`config.mk`:
```
export PLATFORM = sky130hd
export DESIGN_NAME = i2c_regfile_target
export DESIGN_NICKNAME = d
export VERILOG_FILES = /design/src/rtl/i2c_tgt_pkg.sv /design/src/rtl/i2c_tgt_sync.sv /design/src/rtl/i2c_tgt_ptr.sv /design/src/rtl/i2c_tgt_engine.sv /design/src/rtl/i2c_regfile_target.sv
export SDC_FILE = /design/constraint.sdc
export NUM_CORES = 1
export LEC_CHECK = 0
export BUFFER_PORTS_ARGS = -buffer_cell sky130_fd_sc_hd__buf_4
export CAP_MARGIN = 30
export CORE_ASPECT_RATIO = 0.9
export CORE_MARGIN = 2
export CORE_UTILIZATION = 35
export CTS_CLUSTER_SIZE = 10
export DETAILED_ROUTE_END_ITERATION = 8
export GPL_TIMING_DRIVEN = 0
export HOLD_SLACK_MARGIN = 0.06
export SYNTH_ARGS = -nofsm -noshare
export SYNTH_HDL_FRONTEND = slang
export SYNTH_SLANG_ARGS = --single-unit
```
`constraint.sdc`:
```
create_clock -name clk -period 2.6 [get_ports clk]
set_input_delay 0.26 -clock clk [delete_from_list [all_inputs] [get_ports clk]]
set_output_delay 0.26 -clock clk [all_outputs]
set_load 0.03 [all_outputs]
```
`src/rtl/i2c_tgt_pkg.sv`:
```
package i2c_tgt_pkg;
  localparam int unsigned BYTE_BITS = 8;

  typedef enum logic [2:0] {
    ST_IDLE,
    ST_ADDR,
    ST_ADDR_ACK,
    ST_WR_BIT,
    ST_WR_ACK,
    ST_RD_BIT,
    ST_RD_ACK,
    ST_IGNORE
  } eng_state_t;
endpackage

```
`src/rtl/i2c_tgt_sync.sv`:
```
module i2c_tgt_sync #(
  parameter int unsigned STAGES = 2
) (
  input  logic clk,
  input  logic rst,
  input  logic scl_i,
  input  logic sda_i,
  output logic scl_s,
  output logic sda_s,
  output logic scl_rise,
  output logic scl_fall,
  output logic start_det,
  output logic stop_det
);
  logic [STAGES-1:0] scl_pipe;
  logic [STAGES-1:0] sda_pipe;
  logic              scl_prev;
  logic              sda_prev;

  generate
    if (STAGES == 1) begin : g_one
      always_ff @(posedge clk) begin
        if (rst) begin
          scl_pipe <= 1'b1;
          sda_pipe <= 1'b1;
        end else begin
          scl_pipe <= scl_i;
          sda_pipe <= sda_i;
        end
      end
    end else begin : g_many
      always_ff @(posedge clk) begin
        if (rst) begin
          scl_pipe <= '1;
          sda_pipe <= '1;
        end else begin
          scl_pipe <= {scl_pipe[STAGES-2:0], scl_i};
          sda_pipe <= {sda_pipe[STAGES-2:0], sda_i};
        end
      end
    end
  endgenerate

  assign scl_s = scl_pipe[STAGES-1];
  assign sda_s = sda_pipe[STAGES-1];

  always_ff @(posedge clk) begin
    if (rst) begin
      scl_prev <= 1'b1;
      sda_prev <= 1'b1;
    end else begin
      scl_prev <= scl_s;
      sda_prev <= sda_s;
    end
  end

  assign scl_rise  = scl_s & ~scl_prev;
  assign scl_fall  = ~scl_s & scl_prev;
  assign start_det = scl_s & scl_prev & sda_prev & ~sda_s;
  assign stop_det  = scl_s & scl_prev & ~sda_prev & sda_s;
endmodule

```
`src/rtl/i2c_tgt_ptr.sv`:
```
module i2c_tgt_ptr #(
  parameter int unsigned PTR_W      = 4,
  parameter int unsigned HOLD_LIMIT = 8
) (
  input  logic             clk,
  input  logic             rst,
  input  logic             ptr_load,
  input  logic [PTR_W-1:0] ptr_val,
  input  logic             ptr_inc,
  input  logic             sel_set,
  input  logic             sel_clr,
  output logic [PTR_W-1:0] ptr_q,
  output logic             hold_q
);
  localparam logic [PTR_W:0] LIM = (PTR_W+1)'(HOLD_LIMIT);

  logic sel_q;

  always_ff @(posedge clk) begin
    if (rst) begin
      ptr_q <= '0;
    end else if (ptr_load) begin
      ptr_q <= ptr_val;
    end else if (ptr_inc) begin
      ptr_q <= ptr_q + 1'b1;
    end
  end

  always_ff @(posedge clk) begin
    if (rst) begin
      sel_q <= 1'b0;
    end else if (sel_clr) begin
      sel_q <= 1'b0;
    end else if (sel_set) begin
      sel_q <= 1'b1;
    end
  end

  always_ff @(posedge clk) begin
    if (rst) begin
      hold_q <= 1'b0;
    end else begin
      hold_q <= sel_q && ({1'b0, ptr_q} < LIM);
    end
  end
endmodule

```
`src/rtl/i2c_tgt_engine.sv`:
```
module i2c_tgt_engine
  import i2c_tgt_pkg::*;
#(
  parameter logic [6:0]  DEV_ADDR = 7'h68,
  parameter int unsigned PTR_W    = 4
) (
  input  logic                 clk,
  input  logic                 rst,
  input  logic                 scl_rise,
  input  logic                 scl_fall,
  input  logic                 sda_s,
  input  logic                 start_det,
  input  logic                 stop_det,
  input  logic [BYTE_BITS-1:0] rd_data,
  input  logic [PTR_W-1:0]     ptr_i,
  output logic                 sda_oe,
  output logic                 wr_en,
  output logic [PTR_W-1:0]     wr_addr,
  output logic [BYTE_BITS-1:0] wr_data,
  output logic                 ptr_load,
  output logic [PTR_W-1:0]     ptr_val,
  output logic                 ptr_inc,
  output logic                 sel_set,
  output logic                 sel_clr
);
  localparam int unsigned      CNT_W    = $clog2(BYTE_BITS);
  localparam logic [CNT_W-1:0] LAST_BIT = CNT_W'(BYTE_BITS - 1);

  eng_state_t             state;
  logic [CNT_W-1:0]       bitcnt;
  logic [BYTE_BITS-1:0]   shreg;
  logic                   ack_ph;
  logic                   rw;
  logic                   first_wr;
  logic                   mack;
  logic [BYTE_BITS-1:0]   byte_in;

  assign byte_in = {shreg[BYTE_BITS-2:0], sda_s};

  always_ff @(posedge clk) begin
    if (rst) begin
      state    <= ST_IDLE;
      bitcnt   <= '0;
      shreg    <= '0;
      ack_ph   <= 1'b0;
      rw       <= 1'b0;
      first_wr <= 1'b0;
      mack     <= 1'b0;
      sda_oe   <= 1'b0;
      wr_en    <= 1'b0;
      wr_addr  <= '0;
      wr_data  <= '0;
      ptr_load <= 1'b0;
      ptr_val  <= '0;
      ptr_inc  <= 1'b0;
      sel_set  <= 1'b0;
      sel_clr  <= 1'b0;
    end else begin
      wr_en    <= 1'b0;
      ptr_load <= 1'b0;
      ptr_inc  <= 1'b0;
      sel_set  <= 1'b0;
      sel_clr  <= 1'b0;
      if (start_det) begin
        state  <= ST_ADDR;
        bitcnt <= '0;
        ack_ph <= 1'b0;
        sda_oe <= 1'b0;
      end else if (stop_det) begin
        state   <= ST_IDLE;
        sda_oe  <= 1'b0;
        sel_clr <= 1'b1;
      end else begin
        case (state)
          ST_ADDR: begin
            if (scl_rise) begin
              shreg  <= byte_in;
              bitcnt <= bitcnt + 1'b1;
              if (bitcnt == LAST_BIT) begin
                if (byte_in[BYTE_BITS-1:1] == DEV_ADDR) begin
                  state   <= ST_ADDR_ACK;
                  rw      <= byte_in[0];
                  ack_ph  <= 1'b0;
                  sel_set <= 1'b1;
                end else begin
                  state   <= ST_IGNORE;
                  sel_clr <= 1'b1;
                end
              end
            end
          end
          ST_ADDR_ACK: begin
            if (scl_rise) begin
              ack_ph <= 1'b1;
            end else if (scl_fall) begin
              if (!ack_ph) begin
                sda_oe <= 1'b1;
              end else begin
                ack_ph <= 1'b0;
                bitcnt <= '0;
                if (rw) begin
                  state  <= ST_RD_BIT;
                  shreg  <= rd_data;
                  sda_oe <= ~rd_data[BYTE_BITS-1];
                end else begin
                  state    <= ST_WR_BIT;
                  first_wr <= 1'b1;
                  sda_oe   <= 1'b0;
                end
              end
            end
          end
          ST_WR_BIT: begin
            if (scl_rise) begin
              shreg  <= byte_in;
              bitcnt <= bitcnt + 1'b1;
              if (bitcnt == LAST_BIT) begin
                state  <= ST_WR_ACK;
                ack_ph <= 1'b0;
                if (first_wr) begin
                  ptr_load <= 1'b1;
                  ptr_val  <= byte_in[PTR_W-1:0];
                end else begin
                  wr_en   <= 1'b1;
                  wr_addr <= ptr_i;
                  wr_data <= byte_in;
                end
              end
            end
          end
          ST_WR_ACK: begin
            if (scl_rise) begin
              ack_ph  <= 1'b1;
              ptr_inc <= ~first_wr;
            end else if (scl_fall) begin
              if (!ack_ph) begin
                sda_oe <= 1'b1;
              end else begin
                ack_ph   <= 1'b0;
                sda_oe   <= 1'b0;
                first_wr <= 1'b0;
                bitcnt   <= '0;
                state    <= ST_WR_BIT;
              end
            end
          end
          ST_RD_BIT: begin
            if (scl_rise) begin
              bitcnt <= bitcnt + 1'b1;
              if (bitcnt == LAST_BIT) begin
                state  <= ST_RD_ACK;
                ack_ph <= 1'b0;
              end
            end else if (scl_fall) begin
              shreg  <= {shreg[BYTE_BITS-2:0], 1'b0};
              sda_oe <= ~shreg[BYTE_BITS-2];
            end
          end
          ST_RD_ACK: begin
            if (scl_rise) begin
              ack_ph  <= 1'b1;
              ptr_inc <= 1'b1;
              mack    <= ~sda_s;
            end else if (scl_fall) begin
              if (!ack_ph) begin
                sda_oe <= 1'b0;
              end else begin
                ack_ph <= 1'b0;
                bitcnt <= '0;
                if (mack) begin
                  state  <= ST_RD_BIT;
                  shreg  <= rd_data;
                  sda_oe <= ~rd_data[BYTE_BITS-1];
                end else begin
                  state  <= ST_IGNORE;
                  sda_oe <= 1'b0;
                end
              end
            end
          end
          default: begin
            sda_oe <= 1'b0;
          end
        endcase
      end
    end
  end
endmodule

```
`src/rtl/i2c_regfile_target.sv`:
```
module i2c_regfile_target #(
  parameter logic [6:0]  DEV_ADDR    = 7'h68,
  parameter int unsigned PTR_W       = 4,
  parameter int unsigned HOLD_LIMIT  = 8,
  parameter int unsigned SYNC_STAGES = 2
) (
  input  logic             clk,
  input  logic             rst,
  input  logic             scl_i,
  input  logic             sda_i,
  output logic             sda_oe_o,
  output logic [PTR_W-1:0] reg_ptr_o,
  input  logic [7:0]       rd_data_i,
  output logic             wr_en_o,
  output logic [PTR_W-1:0] wr_addr_o,
  output logic [7:0]       wr_data_o,
  output logic             hold_o
);
  logic             scl_s;
  logic             sda_s;
  logic             scl_rise;
  logic             scl_fall;
  logic             start_det;
  logic             stop_det;
  logic             ptr_load;
  logic [PTR_W-1:0] ptr_val;
  logic             ptr_inc;
  logic             sel_set;
  logic             sel_clr;

  i2c_tgt_sync #(.STAGES(SYNC_STAGES)) u_sync (
    .clk       (clk),
    .rst       (rst),
    .scl_i     (scl_i),
    .sda_i     (sda_i),
    .scl_s     (scl_s),
    .sda_s     (sda_s),
    .scl_rise  (scl_rise),
    .scl_fall  (scl_fall),
    .start_det (start_det),
    .stop_det  (stop_det)
  );

  i2c_tgt_engine #(.DEV_ADDR(DEV_ADDR), .PTR_W(PTR_W)) u_eng (
    .clk       (clk),
    .rst       (rst),
    .scl_rise  (scl_rise),
    .scl_fall  (scl_fall),
    .sda_s     (sda_s),
    .start_det (start_det),
    .stop_det  (stop_det),
    .rd_data   (rd_data_i),
    .ptr_i     (reg_ptr_o),
    .sda_oe    (sda_oe_o),
    .wr_en     (wr_en_o),
    .wr_addr   (wr_addr_o),
    .wr_data   (wr_data_o),
    .ptr_load  (ptr_load),
    .ptr_val   (ptr_val),
    .ptr_inc   (ptr_inc),
    .sel_set   (sel_set),
    .sel_clr   (sel_clr)
  );

  i2c_tgt_ptr #(.PTR_W(PTR_W), .HOLD_LIMIT(HOLD_LIMIT)) u_ptr (
    .clk      (clk),
    .rst      (rst),
    .ptr_load (ptr_load),
    .ptr_val  (ptr_val),
    .ptr_inc  (ptr_inc),
    .sel_set  (sel_set),
    .sel_clr  (sel_clr),
    .ptr_q    (reg_ptr_o),
    .hold_q   (hold_o)
  );
endmodule

```
==> results.json <==
{
  "cp_data_arrival_time_ps": 2080,
  "final-hold-violation-count": 0,
  "drive_above_1_share_pct": 19.2,
  "antenna_violations_before_repair": 0,
  "fp.dieArea_sq_um": 7450,
  "synth-simple-area-share_pct": 25.9,
  "num-nets-final": 323,
  "power_density_nw_per_um2": 600,
  "ys.flop_type": "sky130_fd_sc_hd__dfxtp_1",
  "timing.reg2reg.setup_slack_ps": 690,
  "synth_top_family_by_area": "simple AND/OR/NAND/NOR gates",
  "fp.dieW_um": 90.8,
  "synthDominantAreaCellType": "sky130_fd_sc_hd__dfxtp_1",
  "synth-edff-count": 0,
  "io_pins": 31,
  "initial_core_util_pct": 36.0,
  "final_sum_of_negative_setup_slack_ps": 0,
  "timing_worst_slew_pin_value_ps": 570,
  "syn-num-nets": 286,
  "maxCapViolCount": 0,
  "num_rows": 28,
  "tritoncts": "built",
  "fmax_mhz": 524,
  "timing.hold.worst.start": "sda_i",
  "drt_pass1_iterations": 4,
  "clock_path_buffers": 2,
  "fin_crit_sh_pct": 73.4,
  "hold_path.class": "in -> reg",
  "critical_path.startpoint_type": "flop",
  "drt-total-wl_um": 5590,
  "portBuffers": 30,
  "clock_sinks": 51,
  "post-cts-setup-buffers": 0,
  "drtAntennaViolNets": 0,
  "cts_inserted_buffers": 5,
  "die-height_um": 82.1,
  "timing.rr.end": "u_eng.wr_data[2]",
  "insertedDiodeCount": 0,
  "maximum_number_of_pins_on_one_net_before_global_route_repair": 16,
  "postSynthCellCount": 270,
  "grt_use_total_pct": 15.3,
  "drt_iter0_markers": 170,
  "detailroute.via_count": 2030,
  "place_congestion": 0.953,
  "holdWs_ps": 147,
  "seq_area_frac_synth_pct": 43.0,
  "globalRouteOverflowTotal": 0,
  "max-slew-margin-rel_pct": 62.0,
  "number_of_instances_resized_during_post_cts_repair": 0,
  "r2r_cells": 8,
  "synth-adder-area-share_pct": 2.11,
  "hold_buffers": 0,
  "grt_setup_unrepaired": "no",
  "synth_compound_area_share_pct": 14.5,
  "synth_xor_area_share_pct": 1.85,
  "synthToLayoutAreaGrowth_pct": 17.8,
  "post_synth_instance_area_sq_um": 2370,
  "yosys_warnings": 0,
  "timing.clock.skew_ps": 6.77,
  "maxSlewViolCount": 0,
  "final_period_minus_worst_setup_slack_ps": 1910,
  "regToRegStartpoint": "u_eng.bitcnt[0]",
  "clkTransAtPathRegs_ps": 90,
  "average_footprint_of_a_synthesized_cell_sq_um": 8.79,
  "cell_depth_of_the_worst_hold_path": 2,
  "postSynthRegisterBits": 51,
  "critical_path.endpoint_type": "flop",
  "postSynth.asyncResetShare_pct": 0,
  "grt_pass1_vias": 1911,
  "run_status": "completed",
  "core_area_sq_um": 6590,
  "synth.top_cells.by_area": "sky130_fd_sc_hd__dfxtp_1 43%, sky130_fd_sc_hd__mux2i_1 8.4%, sky130_fd_sc_hd__nor2_1 7.3%",
  "cts_root_buf": "sky130_fd_sc_hd__clkbuf_8",
  "timing_worst_setup_path_type": "reg -> reg",
  "post_drt_wl_per_cell_um": 14.0,
  "cellLeakagePower_nw": 1.16,
  "synth.area.mux_share_pct": 8.44,
  "clock_tree.htree_level_count": 2,
  "drcViolationCount": 0,
  "route.detailed.vias_per_inst": 5.10,
  "ys_types": 49,
  "synth_largest_type_area_fraction_pct": 43.0,
  "timing.final.setup_violations": 0,
  "clkLatencyLatePin_ps": 300,
  "first_pass_grt_wire_length_um": 9200,
  "req_time_crit_path_ps": 2770,
  "crit_fanout": 10,
  "holdPathEnd": "u_sync.sda_pipe[0]",
  "dpl.hpwl_um": 4070,
  "irDropWorstVdd_v": 0.000301
}
[registers in the layout, summed over array words and instances (netlist names)]
| register | count |
|---|---|
| u_eng.ack_ph | 1 |
| u_eng.bitcnt | 3 |
| u_eng.first_wr | 1 |
| u_eng.mack | 1 |
| u_eng.ptr_inc | 1 |
| u_eng.ptr_load | 1 |
| u_eng.ptr_val | 4 |
| u_eng.rw | 1 |
| u_eng.sda_oe | 1 |
| u_eng.sel_clr | 1 |
| u_eng.sel_set | 1 |
| u_eng.shreg | 7 |
| u_eng.state | 3 |
| u_eng.wr_addr | 4 |
| u_eng.wr_data | 8 |
| u_eng.wr_en | 1 |
| u_ptr.hold_q | 1 |
| u_ptr.ptr_q | 4 |
| u_ptr.sel_q | 1 |
| u_sync.scl_pipe | 2 |
| u_sync.scl_prev | 1 |
| u_sync.sda_pipe | 2 |
| u_sync.sda_prev | 1 |
[worst max-delay path, cell delays in order, from the launching register on]
cell	delay (ps)
sky130_fd_sc_hd__dfxtp_1	350
sky130_fd_sc_hd__ha_1	180
sky130_fd_sc_hd__ha_1	240
sky130_fd_sc_hd__nand3_4	120
sky130_fd_sc_hd__or3b_1	350
sky130_fd_sc_hd__buf_2	170
sky130_fd_sc_hd__buf_6	160
sky130_fd_sc_hd__mux2i_1	150
sky130_fd_sc_hd__nor2_1	50
[logic make-up after synthesis]
family,after synthesis
adder cells (fa/ha/maj),4
buffers and inverters,19
XOR/XNOR,5
flip-flops,51
AND/OR/NAND/NOR,122
AO/OA/AOI/OAI,49
multiplexers,20
[stage by stage]
step                      std cells  setup slack (ps)  area [sq um]  utilization [%]  total power, mW
final                           398               690          2800             42.4             1.68
after global routing            398               532          2800             42.4             1.77
after CTS                       398               669          2800             42.4             1.69
after detailed placement        390               684          2710             41.1             1.24
after global placement          390               708          2710             41.1             1.25
after floorplan                 270               860          2370                -             1.14
[cells in the final DEF, fill, tap and decap left out, types with 6 or more instances in the layout]
cell | Yosys | final
sky130_fd_sc_hd__mux2i_1 | 20 | 20
sky130_fd_sc_hd__a21oi_1 | 16 | 16
sky130_fd_sc_hd__nor2_1 | 46 | 46
sky130_fd_sc_hd__nand3_1 | 6 | 6
sky130_fd_sc_hd__or2_2 | 8 | 8
sky130_fd_sc_hd__buf_4 | 2 | 32
sky130_fd_sc_hd__clkbuf_1 | 7 | 8
sky130_fd_sc_hd__nand2_1 | 27 | 27
sky130_fd_sc_hd__a311oi_1 | 8 | 8
sky130_fd_sc_hd__dfxtp_1 | 51 | 51
[routing by layer]
layer  GRT usage (%)  up-vias  part of all wire [%]
li1                -     1018                     -
met1            21.3      932                    50
met2            24.5       74                    43
met3            3.09        6                   5.7
met4            3.94        0                   1.4
met5               0        -                     0
[layout make-up]
type	count	area (sq um)
Buffer	16	87.6
Clock buffer	6	72.6
Clock inverter	2	12.5
Fill cell	689	3790
Inverter	3	11.3
Multi-Input combinational cell	200	1250
Sequential cell	51	1020
Tap cell	90	113
Timing Repair Buffer	30	225
[power by group]
group	total, mW	internal, mW	switching [mW]
sequential	0.831	0.804	0.0266
clock	0.444	0.189	0.255
combinational	0.402	0.147	0.255
total	1.68	1.14	0.537
[cells in the mapped netlist (2+ instances only)]
cell type and instances:
sky130_fd_sc_hd__buf_6 2, sky130_fd_sc_hd__and2b_1 2, sky130_fd_sc_hd__or3_1 2, sky130_fd_sc_hd__dfxtp_1 51
sky130_fd_sc_hd__xor2_1 3, sky130_fd_sc_hd__buf_2 4, sky130_fd_sc_hd__inv_1 3, sky130_fd_sc_hd__nor2_1 46
sky130_fd_sc_hd__clkbuf_1 7, sky130_fd_sc_hd__ha_1 4, sky130_fd_sc_hd__nor3_1 5, sky130_fd_sc_hd__mux2i_1 20
sky130_fd_sc_hd__a211oi_1 5, sky130_fd_sc_hd__a21oi_1 16, sky130_fd_sc_hd__and3b_1 2, sky130_fd_sc_hd__buf_4 2
sky130_fd_sc_hd__and2_1 2, sky130_fd_sc_hd__a311oi_1 8, sky130_fd_sc_hd__and2b_4 2, sky130_fd_sc_hd__nand2_1 27
sky130_fd_sc_hd__or2_2 8, sky130_fd_sc_hd__a22oi_1 3, sky130_fd_sc_hd__nand4_1 3, sky130_fd_sc_hd__nand3_1 6
sky130_fd_sc_hd__nor3b_1 3, sky130_fd_sc_hd__xnor2_1 2, sky130_fd_sc_hd__nand2b_1 4, sky130_fd_sc_hd__o21ai_0 3
sky130_fd_sc_hd__a31oi_1 5
[how the worst max path moves through the flow]
stage	from	end	slack (ps)	depth (start not counted)
6_report	u_eng.bitcnt[0]	u_eng.wr_data[2]	690	8
5_1_grt	u_eng.bitcnt[0]	u_eng.wr_data[3]	530	8
4_1_cts	u_eng.bitcnt[0]	u_eng.wr_data[2]	670	8
3_5_place_dp	u_eng.bitcnt[0]	u_eng.wr_data[2]	680	8
3_3_place_gp	u_eng.bitcnt[0]	u_eng.wr_data[7]	710	8
2_1_floorplan	u_eng.bitcnt[0]	u_eng.wr_addr[3]	860	8
(Power assumes the default switching activity.)
